File: src/rtl/dual_mac16_pkg.sv
// Package: shared sizes and helpers for the dual 16-bit multiply unit.
// Assumes two's-complement operands; all other widths derive from HALF_W.
package dual_mac16_pkg;
    localparam int HALF_W  = 16;
    localparam int WORD_W  = 2 * HALF_W;
    localparam int PAIR_W  = 2 * WORD_W;
    localparam int IDX_W   = 4;
    localparam int LANES   = 2;

    // Lane selector for the two half products
    typedef enum logic {
        LANE_LO = 1'b0,
        LANE_HI = 1'b1
    } lane_e;

    // Signed overflow of x + y = s, judged on sign bits only
    function automatic logic add_ovf(input logic xs, input logic ys, input logic ss);
        return (xs == ys) && (ss != xs);
    endfunction
endpackage

File: src/rtl/dmac_split.sv
// Module: dmac_split
// Splits both operands into signed halves and applies the optional
// half exchange to the second operand. Purely combinational.
// Assumes OP_W is even.
module dmac_split #(
    parameter int OP_W = 32
) (
    input  logic [OP_W-1:0]   opnd_a,
    input  logic [OP_W-1:0]   opnd_b,
    input  logic              swap_b,
    output logic [OP_W/2-1:0] a_half [2],
    output logic [OP_W/2-1:0] b_half [2]
);
    localparam int H = OP_W / 2;

    // Select the halves of opnd_b, exchanged when requested
    always_comb begin
        a_half[0] = opnd_a[H-1:0];
        a_half[1] = opnd_a[OP_W-1:H];
        if (swap_b) begin
            b_half[0] = opnd_b[OP_W-1:H];
            b_half[1] = opnd_b[H-1:0];
        end else begin
            b_half[0] = opnd_b[H-1:0];
            b_half[1] = opnd_b[OP_W-1:H];
        end
    end
endmodule

File: src/rtl/dmac_lanes.sv
// Module: dmac_lanes
// Forms one signed product per lane: lane 0 is low x low, lane 1 is
// high x high. Inputs are signed halves of HALF_W bits; each product is
// exact in 2*HALF_W bits.
module dmac_lanes #(
    parameter int HALF_W = 16,
    parameter int NLANE  = 2
) (
    input  logic [HALF_W-1:0]   x_half [NLANE],
    input  logic [HALF_W-1:0]   y_half [NLANE],
    output logic [2*HALF_W-1:0] prod   [NLANE]
);
    for (genvar g = 0; g < NLANE; g++) begin : g_lane
        logic signed [2*HALF_W-1:0] xs, ys;
        // Sign-extend the halves and multiply
        always_comb begin
            xs      = {{HALF_W{x_half[g][HALF_W-1]}}, x_half[g]};
            ys      = {{HALF_W{y_half[g][HALF_W-1]}}, y_half[g]};
            prod[g] = xs * ys;
        end
    end
endmodule

File: src/rtl/dmac_decode.sv
// Module: dmac_decode
// Applies the register index rules: reserved index, equal destination
// pair, and the accumulator fallback. Assumes RSV is the reserved index.
module dmac_decode #(
    parameter int          IDX_W = 4,
    parameter logic [3:0]  RSV   = 4'd15
) (
    input  logic             wide_sel,
    input  logic [IDX_W-1:0] idx_dst,
    input  logic [IDX_W-1:0] idx_acc,
    input  logic [IDX_W-1:0] idx_a,
    input  logic [IDX_W-1:0] idx_b,
    input  logic [IDX_W-1:0] idx_dhi,
    input  logic [IDX_W-1:0] idx_dlo,
    output logic             bad_enc,
    output logic             use_acc
);
    logic src_bad, word_bad, pair_bad;

    // Classify the indices for the selected form
    always_comb begin
        src_bad  = (idx_a == IDX_W'(RSV)) || (idx_b == IDX_W'(RSV));
        word_bad = src_bad || (idx_dst == IDX_W'(RSV));
        pair_bad = src_bad || (idx_dhi == IDX_W'(RSV)) ||
                   (idx_dlo == IDX_W'(RSV)) || (idx_dhi == idx_dlo);
        bad_enc  = wide_sel ? pair_bad : word_bad;
        use_acc  = !wide_sel && (idx_acc != IDX_W'(RSV));
    end
endmodule

File: src/rtl/dmac_combine.sv
// Module: dmac_combine
// Combines the two products into the 32-bit result with two overflow
// stages, and into the 64-bit result with sign-extended products.
// Assumes products are WORD_W bits, two's complement.
module dmac_combine #(
    parameter int WORD_W = 32
) (
    input  logic [WORD_W-1:0]   p_lo,
    input  logic [WORD_W-1:0]   p_hi,
    input  logic                sub_sel,
    input  logic                use_acc,
    input  logic [WORD_W-1:0]   acc_word,
    input  logic [2*WORD_W-1:0] acc_pair,
    output logic [WORD_W-1:0]   word_res,
    output logic                word_ovf,
    output logic [2*WORD_W-1:0] pair_res
);
    import dual_mac16_pkg::add_ovf;
    localparam int MSB = WORD_W - 1;

    logic [WORD_W-1:0]   mid, addend;
    logic                ovf_mid, ovf_acc;
    logic [2*WORD_W-1:0] lo_x, hi_x, mid_x;

    // 32-bit path: product combine, then optional accumulator add
    always_comb begin
        if (sub_sel) begin
            mid     = p_lo - p_hi;
            ovf_mid = 1'b0;
        end else begin
            mid     = p_lo + p_hi;
            ovf_mid = add_ovf(p_lo[MSB], p_hi[MSB], mid[MSB]);
        end
        addend   = use_acc ? acc_word : '0;
        word_res = mid + addend;
        ovf_acc  = use_acc && add_ovf(mid[MSB], addend[MSB], word_res[MSB]);
        word_ovf = ovf_mid | ovf_acc;
    end

    // 64-bit path: widen each product before combining
    always_comb begin
        lo_x     = {{WORD_W{p_lo[MSB]}}, p_lo};
        hi_x     = {{WORD_W{p_hi[MSB]}}, p_hi};
        mid_x    = sub_sel ? (lo_x - hi_x) : (lo_x + hi_x);
        pair_res = mid_x + acc_pair;
    end
endmodule

File: src/rtl/dual_mac16.sv
// Module: dual_mac16 (top)
// Dual signed 16-bit multiply with add/subtract of the products and
// optional 32-bit or 64-bit accumulation. One request per cycle, results
// registered with one cycle of latency. Synchronous active-low reset.
module dual_mac16 #(
    parameter int HALF_W = dual_mac16_pkg::HALF_W,
    parameter int IDX_W  = dual_mac16_pkg::IDX_W
) (
    input  logic                clk,
    input  logic                rst_n,
    input  logic                op_valid,
    input  logic                cond_pass,
    input  logic                wide_sel,
    input  logic                sub_sel,
    input  logic                swap_b,
    input  logic [IDX_W-1:0]    idx_dst,
    input  logic [IDX_W-1:0]    idx_acc,
    input  logic [IDX_W-1:0]    idx_a,
    input  logic [IDX_W-1:0]    idx_b,
    input  logic [IDX_W-1:0]    idx_dhi,
    input  logic [IDX_W-1:0]    idx_dlo,
    input  logic [2*HALF_W-1:0] opnd_a,
    input  logic [2*HALF_W-1:0] opnd_b,
    input  logic [2*HALF_W-1:0] acc_word,
    input  logic [2*HALF_W-1:0] acc_hi,
    input  logic [2*HALF_W-1:0] acc_lo,
    output logic [2*HALF_W-1:0] res_word,
    output logic [2*HALF_W-1:0] res_hi,
    output logic [2*HALF_W-1:0] res_lo,
    output logic                wr_word,
    output logic                wr_pair,
    output logic                q_set,
    output logic                unpred
);
    import dual_mac16_pkg::*;
    localparam int WW = 2 * HALF_W;

    logic [HALF_W-1:0] a_half [LANES];
    logic [HALF_W-1:0] b_half [LANES];
    logic [WW-1:0]     prod   [LANES];
    logic              bad_enc, use_acc, word_ovf, fire;
    logic [WW-1:0]     word_res;
    logic [2*WW-1:0]   pair_res;

    dmac_split #(.OP_W(WW)) split_i (
        .opnd_a (opnd_a),
        .opnd_b (opnd_b),
        .swap_b (swap_b),
        .a_half (a_half),
        .b_half (b_half)
    );

    dmac_lanes #(.HALF_W(HALF_W), .NLANE(LANES)) lanes_i (
        .x_half (a_half),
        .y_half (b_half),
        .prod   (prod)
    );

    dmac_decode #(.IDX_W(IDX_W)) decode_i (
        .wide_sel (wide_sel),
        .idx_dst  (idx_dst),
        .idx_acc  (idx_acc),
        .idx_a    (idx_a),
        .idx_b    (idx_b),
        .idx_dhi  (idx_dhi),
        .idx_dlo  (idx_dlo),
        .bad_enc  (bad_enc),
        .use_acc  (use_acc)
    );

    dmac_combine #(.WORD_W(WW)) combine_i (
        .p_lo     (prod[LANE_LO]),
        .p_hi     (prod[LANE_HI]),
        .sub_sel  (sub_sel),
        .use_acc  (use_acc),
        .acc_word (acc_word),
        .acc_pair ({acc_hi, acc_lo}),
        .word_res (word_res),
        .word_ovf (word_ovf),
        .pair_res (pair_res)
    );

    // A request executes when legal and its condition holds
    always_comb fire = op_valid && !bad_enc && cond_pass;

    // Register pulses and results
    always_ff @(posedge clk) begin
        if (!rst_n) begin
            res_word <= '0;
            res_hi   <= '0;
            res_lo   <= '0;
            wr_word  <= 1'b0;
            wr_pair  <= 1'b0;
            q_set    <= 1'b0;
            unpred   <= 1'b0;
        end else begin
            wr_word <= fire && !wide_sel;
            wr_pair <= fire && wide_sel;
            q_set   <= fire && !wide_sel && word_ovf;
            unpred  <= op_valid && bad_enc;
            if (fire && !wide_sel) begin
                res_word <= word_res;
            end
            if (fire && wide_sel) begin
                {res_hi, res_lo} <= pair_res;
            end
        end
    end
endmodule

File: config.mk
export PLATFORM = sky130hd
export DESIGN_NAME = dual_mac16
export DESIGN_NICKNAME = d
export VERILOG_FILES = /design/src/rtl/dual_mac16_pkg.sv /design/src/rtl/dmac_split.sv /design/src/rtl/dmac_lanes.sv /design/src/rtl/dmac_decode.sv /design/src/rtl/dmac_combine.sv /design/src/rtl/dual_mac16.sv
export SDC_FILE = /design/constraint.sdc
export NUM_CORES = 2
export LEC_CHECK = 0
export ABC_AREA = 0
export BUFFER_PORTS_ARGS = -buffer_cell sky130_fd_sc_hd__buf_4
export CAP_MARGIN = 20
export CELL_PAD_IN_SITES_DETAIL_PLACEMENT = 0
export CELL_PAD_IN_SITES_GLOBAL_PLACEMENT = 2
export CORE_MARGIN = 2
export CORE_UTILIZATION = 39
export DETAILED_ROUTE_END_ITERATION = 8
export PLACE_DENSITY_LB_ADDON = 0.1
export SETUP_SLACK_MARGIN = 0.2
export SLEW_MARGIN = 25
export SYNTH_ARGS = -nofsm -noshare
export SYNTH_HDL_FRONTEND = slang
export SYNTH_HIERARCHICAL = 1
export SYNTH_SLANG_ARGS = --single-unit
File: constraint.sdc
create_clock -name clk -period 14.45 [get_ports clk]
set_input_delay 0.7225 -clock clk [delete_from_list [all_inputs] [get_ports clk]]
set_output_delay 0.7225 -clock clk [all_outputs]
set_load 0.01 [all_outputs]
# Yosys cells after proc, flatten, opt, wreduce, memory -nomap -nowiden
# Index checks and enable logic that the tools add are counted.
dict set report totals {
  regBits 100
  in_bits 191
  output_inout_bits 100
  elab_cells 50
}
dict set report op_classes {
  n_addsub 6
  multipliers 2
  eq_ne 11
  muxes 6
  n_bitwise 1
  reduce_logical 17
}
# cell count
set ops {}
lappend ops {{two-way mux 32 bit} 3}
lappend ops {{adder 32 bit} 2}
lappend ops {{adder 64 bit} 1}
lappend ops {{multiplier 16 x 16 -> 32 bit} 2}
lappend ops {{two-way mux 64 bit} 1}
lappend ops {{adder 32 x 32 -> 33 bit} 1}
lappend ops {{subtractor 32 x 32 -> 33 bit} 1}
lappend ops {{subtractor 32 bit} 1}
lappend ops {{equality test 4 bit (second input constant)} 5}
lappend ops {{logical AND 1 bit} 10}
lappend ops {{logical OR 1 bit} 5}
lappend ops {{equality test 4 bit} 1}
lappend ops {{inequality test 4 bit (second input constant)} 1}
lappend ops {{equality test 1 bit} 2}
lappend ops {{logical NOT 1 bit} 2}
lappend ops {{two-way mux 1 bit} 2}
lappend ops {{inequality test 1 bit} 2}
lappend ops {{OR 1 bit} 1}

# Longest topological paths before layout
dict set report depth {
  depth_word 11
  ltp_mapped 53
  ltp_nobuf 50
}

# Cells and area by module
# The synthesis kept the hierarchy.
# module instances cells_each area_each_um2 seq_area_each_um2
set modules_own_cells {}
lappend modules_own_cells {dmac_lanes 1 2193 19767.7 0.0}
lappend modules_own_cells {dmac_combine 1 1549 10560.1 0.0}
lappend modules_own_cells {dual_mac16 1 428 3962.6 2001.9}
lappend modules_own_cells {dmac_split 1 68 784.5 0.0}
lappend modules_own_cells {dmac_decode 1 14 106.4 0.0}

# Worst setup path before layout
# OpenSTA, ideal clock, no wires.
dict set report synth_timing {
  path_kind {input-to-reg}
  start {in swap_b}
  end {reg res_hi[31]}
  setup_time_ns 0.120
  arrival_ns 11.608
  required_ns 14.330
  slack_ns 2.721
  cell_stages 49
  path_buffers 5
  path_cell_list {buf_6 > buf_12 > mux2_4 > clkbuf_1 > and2_1 > fa_1 > inv_1 > fa_1 > fa_1 > inv_1 > fa_1 > fa_1 > inv_1 > fa_1 > inv_1 > ha_1 > a21o_1 > o21a_1 > (+13 left out) > and3_1 > o311a_1 > a2111oi_2 > o31a_1 > o311a_2 > ha_1 > clkbuf_1 > and3_1 > nand2_1 > or4_1 > nor2_1 > a31oi_1 > a21oi_2 > a31oi_1 > o31a_1 > xnor3_1 > nand2_1 > mux2i_1}
}
# item line_no
set synth_rtl {}
lappend synth_rtl {{start, declared} dual_mac16.sv:15} ;# input logic swap_b,
lappend synth_rtl {{end signal, assigned} dual_mac16.sv:105} ;# {res_hi, res_lo} <= pair_res;
lappend synth_rtl {{end, declared} dual_mac16.sv:28} ;# output logic [2*HALF_W-1:0] res_hi,

==> results.cfg <==
[placement]
detailed_place_hpwl_um = 92530
dp_slack_ns = 1.277
gp_congestion = 0.9069
port_buffers = 290

[timing]
setup_viol = 0
slew_viol_final = 0
rsz0062_at_grt = false
fmax_mhz = 78.27
finalCritPeriodShare_pct = 88.42
finClkSkew_ns = 0
relSlewSlack_pct = 30.85
worst_pin_slew_ns = 1.036
hold_viol_final = 0
min_period_ns = 12.78
setup_tns_ns = 0
worst_slack_ns = 1.673

[layout]
nets = 5468
final_layout_size_suffix_gt1_share_pct = 8.955
area_growth_pct = 9.094

[setup_path]
slowest_stage = a2111oi_2
critPathLaunchType = primary input
reg2regPathDepth = 2
critPathMaxStageDelay_ns = 0.60
worstSetupPathType = primary input to register
worstPathArrival_ns = 13.05
cpMostUsedCell = inv_1
cp_max_fo = 32
end_kind = register
critPathRequiredTime_ns = 14.72

[routing]
wire_per_inst_um = 19.51
met3_length_um = 4797
antenna_left = 0
drtPass1Iterations = 5
viasPerCell = 5.153
drc_errors = 0
top_layer_used = met5
dr_wl_met2_um = 50900
vias = 28750
wl_um = 108800
drt_iter0_drc = 1553
m1WireLength_um = 50120

[cts]
htree_levels = 3
cts_buffer_depth = 2
cts_resized = 0
clock_latency_ns = 0.37
cts_tree = yes
postCtsSetupBuffers = 0
cts_buffers = 9
root_buffer = clkbuf_16
ctsHoldBuffers = 0
clkSinkCount = 100
clk_pin_slew_ns = 0.09

[synthesis]
avgSynthCellArea_sq_um = 8.274
ys_warn_count = 6
async_reset_ff_share_pct = 0
synth_cell_types = 91
synth-edff-count = 0
syn-cell-area_sq_um = 35180
synth-seq-cells = 100
syn_nets = 5325
synthFlopType = dfxtp_1
yosysSeqAreaShare_pct = 5.690
postSynthCellCount = 4252

[grt]
antenna_found_initial = 5
grt_overflow_total = 0
grt_pass1_wl_um = 174200
grt_pass1_vias = 30520
grt_usage_pct = 23.77
grt_max_degree = 100

[run_status]
status = finished, final reports clean

[hold_path]
hold_class = register to register
holdPathStages = 2

[flow_run]
cap_violations = 0

[floorplanning]
die_w_um = 304.3
initial_core_util_pct = 39.21
ioPinCount = 291
num_rows = 110
die_height_um = 304.3
die_area_sq_um = 92630
core_sq_um = 89740
==> routing by layer <==
metal  vias to the layer above  global-route usage [%]
met5                         -                       0
met4                         6                   6.896
met3                       118                   3.120
met2                       597                   39.89
met1                     14010                   31.98
li1                      14020                       -
==> per-stage QoR <==
stage	utilization [%]	hold slack [ns]	cell area [sq um]	std cells
after global routing	42.76	0.4752	38370	5576
final	42.77	0.4577	38380	5579
after detailed placement	42.41	0.4475	38060	5560
after floorplan	-	0.4790	35180	4252
after global placement	42.41	0.4447	38060	5560
after CTS	42.76	0.4607	38370	5576
==> area by class of cell <==
cell class,count,area (sq um)
fillers,9278,51360
multi-input cells,3276,29630
inverters,697,2616
repair buffers,311,2338
flip-flops and latches,100,2002
well taps,1176,1471
clock buffers,9,225.2
clock inverters,7,86.33
diodes,3,7.507
==> cells in the mapped netlist, types with 35 or more instances <==
library cell	count	area, sq um
inv_1	697	2616
nand2_1	561	2106
fa_1	529	10590
ha_1	353	4417
and2_1	297	1858
a21oi_1	217	1086
xnor2_1	180	1577
nor2_1	171	641.9
clkbuf_1	125	469.2
mux2i_1	109	1091
dfxtp_1	100	2002
o21ai_0	86	430.4
a21o_1	75	563.0
nand3_1	63	315.3
xor2_1	50	437.9
nor3_1	47	235.2
buf_4	35	262.8
==> path summary, 6_finish.rpt <==
check        startpoint    endpoint  slack [ns]
min reg2reg   res_hi[4]   res_hi[4]        0.46
max              swap_b  res_hi[24]        1.67
min           res_hi[4]   res_hi[4]        0.46
max reg2reg  res_hi[17]  res_hi[17]       13.78
==> flip-flops by register name, summed over array words and instances (netlist names) <==
name	flops
res_word	32
q_set	1
res_hi	32
unpred	1
res_lo	32
wr_word	1
wr_pair	1
==> critical path, delay by kind of cell <==
kind / cells / cell delay [ns]
AO/OA/AOI/OAI: 17 / 4.32
adder cells (fa/ha/maj): 9 / 3.51
AND/OR/NAND/NOR: 10 / 2.10
buffers and inverters: 8 / 1.24
multiplexers: 3 / 0.74
XOR/XNOR: 2 / 0.39
==> cell families after synthesis <==
family	count (synthesis)	synth area share, %
buffers and inverters	876	10.14
AOI/OAI and AO/OA	703	13.14
and+or+nand+nor	1315	17.97
DFF	100	5.690
adders and majority gates	882	42.66
xor gates and xnor gates	231	5.790
muxes	145	4.606
==> cell usage in the layout, fill, tap and decap left out, types with 100 or more instances in the layout <==
cell type | synthesis | routed
nor2_1 | 171 | 171
xnor2_1 | 180 | 180
and2_1 | 297 | 297
buf_4 | 35 | 310
mux2i_1 | 109 | 109
ha_1 | 353 | 353
dfxtp_1 | 100 | 100
fa_1 | 529 | 529
a21oi_1 | 217 | 216
nand2_1 | 561 | 561
inv_1 | 697 | 697
Power is left out: the tool's default activity adds up to more than one toggle a clock period on the data nets, which glitch-free logic cannot reach.
